$ cat src/rtl/segp_pkg.sv
package segp_pkg;

   // phase of the data-lane frame walker
   typedef enum logic [2:0] {
      PH_IDLE,
      PH_HDR_SKIP,
      PH_SEG_NUM,
      PH_POST_SKIP,
      PH_TAKE,
      PH_GAP
   } segp_phase_t;

   // classification of the data-lane byte
   typedef enum logic [1:0] {
      KC_PLAIN,
      KC_START,
      KC_END,
      KC_OTHER
   } segp_kclass_t;

endpackage

$ cat src/rtl/segp_kclass.sv
module segp_kclass #(
   parameter int          DATA_W     = 8,
   parameter logic [7:0]  START_CODE = 8'h5C,
   parameter logic [7:0]  END_CODE   = 8'h3C
) (
   input  logic [DATA_W-1:0]     lane_byte,
   input  logic                  lane_k,
   output segp_pkg::segp_kclass_t kind
);
   import segp_pkg::*;

   localparam logic [DATA_W-1:0] START_W = DATA_W'(START_CODE);
   localparam logic [DATA_W-1:0] END_W   = DATA_W'(END_CODE);

   always_comb begin
      if (!lane_k)                  kind = KC_PLAIN;
      else if (lane_byte == START_W) kind = KC_START;
      else if (lane_byte == END_W)   kind = KC_END;
      else                           kind = KC_OTHER;
   end

endmodule

$ cat src/rtl/segp_fsm.sv
module segp_fsm #(
   parameter int OFS_W = 11
) (
   input  logic                   clk,
   input  logic                   rst,
   input  segp_pkg::segp_kclass_t kind,
   output logic                   seg_load,
   output logic                   take,
   output logic [OFS_W-1:0]       ofs
);
   import segp_pkg::*;

   localparam int MAX_BYTES = (1 << OFS_W) - 1;
   localparam logic [OFS_W-1:0] LAST_OFS = OFS_W'(MAX_BYTES - 1);

   segp_phase_t phase;

   assign seg_load = (phase == PH_SEG_NUM);
   assign take     = (phase == PH_TAKE) && (kind == KC_PLAIN);

   always_ff @(posedge clk) begin
      if (rst) begin
         phase <= PH_IDLE;
         ofs   <= '0;
      end else begin
         case (phase)
            PH_IDLE:      if (kind == KC_START) phase <= PH_HDR_SKIP;
            PH_HDR_SKIP:  phase <= PH_SEG_NUM;
            PH_SEG_NUM:   phase <= PH_POST_SKIP;
            PH_POST_SKIP: begin
               phase <= PH_TAKE;
               ofs   <= '0;
            end
            PH_TAKE: begin
               if (kind == KC_END) begin
                  phase <= PH_IDLE;            // normal close
               end else if (kind != KC_PLAIN) begin
                  phase <= PH_IDLE;            // stray K: abandon
               end else begin
                  ofs   <= ofs + 1'b1;
                  phase <= (ofs == LAST_OFS) ? PH_IDLE : PH_GAP;
               end
            end
            PH_GAP:       phase <= PH_TAKE;
            default:      phase <= PH_IDLE;
         endcase
      end
   end

endmodule

$ cat src/rtl/segp_addr.sv
module segp_addr #(
   parameter int SEG_W     = 8,
   parameter int OFS_W     = 11,
   parameter int SEG_SHIFT = 4
) (
   input  logic             clk,
   input  logic             rst,
   input  logic             seg_load,
   input  logic [SEG_W-1:0] seg_in,
   input  logic [OFS_W-1:0] ofs,
   output logic [OFS_W-1:0] addr
);
   logic [SEG_W-1:0] seg_q;
   logic [OFS_W-1:0] base;

   always_ff @(posedge clk) begin
      if (rst)           seg_q <= '0;
      else if (seg_load) seg_q <= seg_in;
   end

   generate
      if (SEG_SHIFT == 0) begin : g_flat
         assign base = OFS_W'(seg_q);
      end else begin : g_shift
         assign base = OFS_W'({seg_q, {SEG_SHIFT{1'b0}}});
      end
   endgenerate

   assign addr = base + ofs;

endmodule

$ cat src/rtl/seg_frame_parser.sv
module seg_frame_parser #(
   parameter int         DATA_W     = 8,
   parameter int         OFS_W      = 11,
   parameter int         SEG_SHIFT  = 4,
   parameter logic [7:0] START_CODE = 8'h5C,
   parameter logic [7:0] END_CODE   = 8'h3C
) (
   input  logic                clk,
   input  logic                rst,
   input  logic [2*DATA_W-1:0] rx_word,
   input  logic [1:0]          rx_isk,
   output logic [DATA_W-1:0]   pay_data,
   output logic [OFS_W-1:0]    pay_addr,
   output logic                pay_valid
);
   import segp_pkg::*;

   generate
      if (DATA_W < 8)       begin : g_bad_dw  $error("DATA_W must be at least 8");    end
      if (OFS_W < 2)        begin : g_bad_ow  $error("OFS_W must be at least 2");     end
      if (SEG_SHIFT >= OFS_W) begin : g_bad_sh $error("SEG_SHIFT must be below OFS_W"); end
   endgenerate

   logic [DATA_W-1:0] lane_byte;
   logic              lane_k;
   segp_kclass_t      kind;
   logic              seg_load, take;
   logic [OFS_W-1:0]  ofs, addr_c;
   logic              unused_event_lane;

   assign lane_byte         = rx_word[2*DATA_W-1:DATA_W];
   assign lane_k            = rx_isk[1];
   assign unused_event_lane = ^{rx_word[DATA_W-1:0], rx_isk[0]};

   segp_kclass #(.DATA_W(DATA_W), .START_CODE(START_CODE), .END_CODE(END_CODE)) u_kc (
      .lane_byte (lane_byte),
      .lane_k    (lane_k),
      .kind      (kind)
   );

   segp_fsm #(.OFS_W(OFS_W)) u_fsm (
      .clk      (clk),
      .rst      (rst),
      .kind     (kind),
      .seg_load (seg_load),
      .take     (take),
      .ofs      (ofs)
   );

   segp_addr #(.SEG_W(DATA_W), .OFS_W(OFS_W), .SEG_SHIFT(SEG_SHIFT)) u_addr (
      .clk      (clk),
      .rst      (rst),
      .seg_load (seg_load),
      .seg_in   (lane_byte),
      .ofs      (ofs),
      .addr     (addr_c)
   );

   always_ff @(posedge clk) begin
      if (rst) begin
         pay_valid <= 1'b0;
         pay_data  <= '0;
         pay_addr  <= '0;
      end else begin
         pay_valid <= take;
         if (take) begin
            pay_data <= lane_byte;
            pay_addr <= addr_c;
         end
      end
   end

endmodule

$ cat config.mk
export PLATFORM = sky130hd
export DESIGN_NAME = seg_frame_parser
export DESIGN_NICKNAME = d
export VERILOG_FILES = /design/src/rtl/segp_pkg.sv /design/src/rtl/segp_kclass.sv /design/src/rtl/segp_fsm.sv /design/src/rtl/segp_addr.sv /design/src/rtl/seg_frame_parser.sv
export SDC_FILE = /design/constraint.sdc
export NUM_CORES = 1
export LEC_CHECK = 0
export ABC_AREA = 1
export BUFFER_PORTS_ARGS = -buffer_cell sky130_fd_sc_hd__buf_2
export CORE_MARGIN = 2
export CORE_UTILIZATION = 38
export DETAILED_ROUTE_END_ITERATION = 8
export PLACE_DENSITY = 0.68
export SKIP_CTS_REPAIR_TIMING = 1
export SYNTH_ARGS = -nofsm -noshare
export SYNTH_HDL_FRONTEND = slang
export SYNTH_SLANG_ARGS = --single-unit
$ cat constraint.sdc
create_clock -name clk -period 1.5 [get_ports clk]
set_input_delay 0.15 -clock clk [delete_from_list [all_inputs] [get_ports clk]]
set_output_delay 0.15 -clock clk [all_outputs]
set_load 0.01 [all_outputs]
==> impl_metrics.env <==
export IMPL_cp_top_family="adder cells"
export IMPL_grtUsageTotal_pct=14.5
export IMPL_initial_core_util_pct=39.4
export IMPL_layout_nets=344
export IMPL_start_kind="flop"
export IMPL_antenna_found_initial=0
export IMPL_cap_viol_max_count=0
export IMPL_h_tree_depth=2
export IMPL_post_dp_cell_area_mm2=0.00226
export IMPL_syn_area_per_cell_um2=7.24
export IMPL_yosysSeqAreaShare_pct=40.8
export IMPL_grt_max_degree=29
export IMPL_pin_count=40
export IMPL_path_buf_inv=1
export IMPL_muxShareOfSynthArea_pct=0
export IMPL_stdcell_count=385
export IMPL_synth_area_mm2=0.00201
export IMPL_antenna_cells=0
export IMPL_fillers=537
export IMPL_ctsRootBufferMaster="clkbuf_8"
export IMPL_outcome="finished clean"
export IMPL_core_mm2=0.00511
export IMPL_synth_compound_area_share_pct=11.1
export IMPL_clock_sinks=41
export IMPL_drive_gt1_share_pct=20.0
export IMPL_synth_fa_ha_area_share_pct=5.97
export IMPL_via_per_inst=4.70
export IMPL_rows=26
export IMPL_max_freq_ghz=0.701
export IMPL_wirelength_um=4140
export IMPL_synth_xor_area_share_pct=1.74
export IMPL_fin_crit_ns=1.43
export IMPL_slew_headroom_pct=63.8
export IMPL_synth_simple_gate_area_share_pct=31.5
export IMPL_synth_seq_cells=41
export IMPL_die_height_um=76.8
export IMPL_rsz0062_at_grt="true"
export IMPL_slew_violations=0
export IMPL_fin_worst_skew_ns=0.00868
export IMPL_tightest_slew_ns=0.542
export IMPL_cpPeakStageDelay_ns=0.38
export IMPL_num_vias=1808
export IMPL_cp_required_ns=1.70
export IMPL_crit_top_cell="nand2_1"
export IMPL_synth_cell_types=30
export IMPL_timing_setup_tns_ns=0
export IMPL_min_path_type="in -> reg"
export IMPL_gp_congestion=0.799
export IMPL_cts_tree="done"
export IMPL_power_leakage_nw=1.10
export IMPL_drt_iter0_drc=54
export IMPL_placed_cells=378
export IMPL_area_growth_pct=17.8
export IMPL_fin_area_mm2=0.00237
export IMPL_die_x_um=76.8
export IMPL_ys_warn_count=0
export IMPL_hpwl_um=3030
export IMPL_synth_top_family_by_area="simple AND/OR/NAND/NOR gates"
export IMPL_ir_drop_uv=540
export IMPL_end_kind="flop"
export IMPL_grt_pass1_vias=1625
export IMPL_crit_type="reg -> reg"
export IMPL_numCtsBuffers=5
export IMPL_io_buffers=30
export IMPL_wl_per_cell_um=10.8
export IMPL_grt_pass1_wl_um=7060
export IMPL_cts_path_max_buffers=2
export IMPL_synthesis_nets=307
export IMPL_critical_path_slowest_cell="fa_2"
export IMPL_period_share_pct=95.1
export IMPL_dieArea_mm2=0.00590
export IMPL_finalHoldViolCount=0
export IMPL_cp_cell_sequence="ha_4 -> fa_2 -> a21oi_2 -> xor2_1 -> nand2_1 -> nand2_1 -> inv_1"
export IMPL_overflow=0
export IMPL_clock_latency_ns=0.29
export IMPL_finalSetupViolCount=0
export IMPL_clk_pin_slew_worst_paths_ns=0.08
export IMPL_p_per_area_mw_per_mm2=865
export IMPL_cp_max_fo=3
export IMPL_crit_arrival_ns=1.62
export IMPL_drc_errors=0
export IMPL_drtPass1Iterations=4
export IMPL_synth_cells=278
export IMPL_ant_nets=0
==> stage by stage <==
stage          setup WS (ns)  power [mW]  util [%]  hold slack [ns]
2_1_floorplan         0.0430        1.31         -            0.300
3_3_place_gp          0.0228        1.36      44.2            0.434
3_5_place_dp          0.0101        1.36      44.2            0.440
4_1_cts             -0.00736        2.06      45.8            0.135
5_1_grt              -0.0454        2.15      46.4            0.138
6_report              0.0734        2.05      46.4            0.125
==> cell type report <==
| cell class | instances | area, um2 | area share (%) |
|---|---|---|---|
| timing repair buffer | 37 | 203 | 8.54 |
| sequential | 41 | 826 | 34.8 |
| multi-input combinational | 196 | 1040 | 44.0 |
| clock inverter | 1 | 8.76 | 0.369 |
| clock buffer | 6 | 72.6 | 3.06 |
| inverter | 34 | 130 | 5.49 |
| tap | 70 | 87.6 | 3.69 |
==> per-layer routing <==
| layer | global-route usage [%] | wire (um) | vias up |
|---|---|---|---|
| met5 | 0 | 0 | - |
| met4 | 4.36 | 38 | 0 |
| met3 | 3.53 | 141 | 4 |
| met2 | 25.2 | 1900 | 29 |
| met1 | 17.8 | 2060 | 811 |
| li1 | - | - | 964 |
==> worst paths after layout <==
| check | from | end | slack (ns) | cells after the start |
|---|---|---|---|---|
| setup / recovery | u_fsm.ofs[4] | pay_addr[8] | 0.07 | 7 |
| hold / removal | rx_word[15] | pay_data[7] | 0.13 | 3 |
| setup reg to reg | u_fsm.ofs[4] | pay_addr[8] | 0.07 | 7 |
| hold reg to reg | pay_data[2] | pay_data[2] | 0.49 | 2 |
==> cell families after synthesis <==
kind of cell,after synthesis
AO/OA/AOI/OAI,42
flip-flops,41
XOR/XNOR,4
buffers and inverters,41
adder cells (fa/ha/maj),9
AND/OR/NAND/NOR,141
==> sequential cells by signal, indices dropped and copies added (netlist names) <==
register and count:
pay_addr 11, pay_data 8, pay_valid 1, u_addr.seg_q 7
u_fsm.ofs 11, u_fsm.phase 3
==> tightest hold or removal path, cell delays in order <==
cell and delay [ns]:
buf_2 0.09, o21ai_0 0.08, nor2_1 0.07
==> cells in the final DEF (no fill, tap or decap), drive strengths merged <==
cell type	count
nor2	70
nand2	44
dfxtp	41
buf	37
inv	34
o21ai	23
a21oi	15
nand3	14
nand4	9
ha	8
clkbuf	6
xor2	3
nor3	2
xnor2	1
a211oi	1
nor4	1
a22oi	1
and3	1
o22ai	1
o21a	1
fa	1
clkinv	1
==> where the power goes <==
| group | internal [mW] | switching, mW |
|---|---|---|
| clock network | 0.323 | 0.384 |
| registers | 1.12 | 0.0304 |
| logic | 0.0758 | 0.118 |
==> cell usage after synthesis (all sizes together) <==
master / n / area, um2
dfxtp: 41 / 821
o22ai: 1 / 6.26
inv: 34 / 130
o21ai: 23 / 115
nor2: 70 / 285
a211oi: 1 / 7.51
nor4: 1 / 6.26
xor2: 3 / 26.3
buf: 3 / 33.8
o21a: 1 / 7.51
nor3: 2 / 15.0
a21oi: 15 / 75.1
ha: 8 / 100
nand4: 9 / 56.3
nand3: 14 / 82.6
fa: 1 / 20.0
nand2: 44 / 183
a22oi: 1 / 12.5
xnor2: 1 / 8.76
and3: 1 / 6.26
clkbuf: 4 / 15.0
Power figures use the tool's default switching activity.
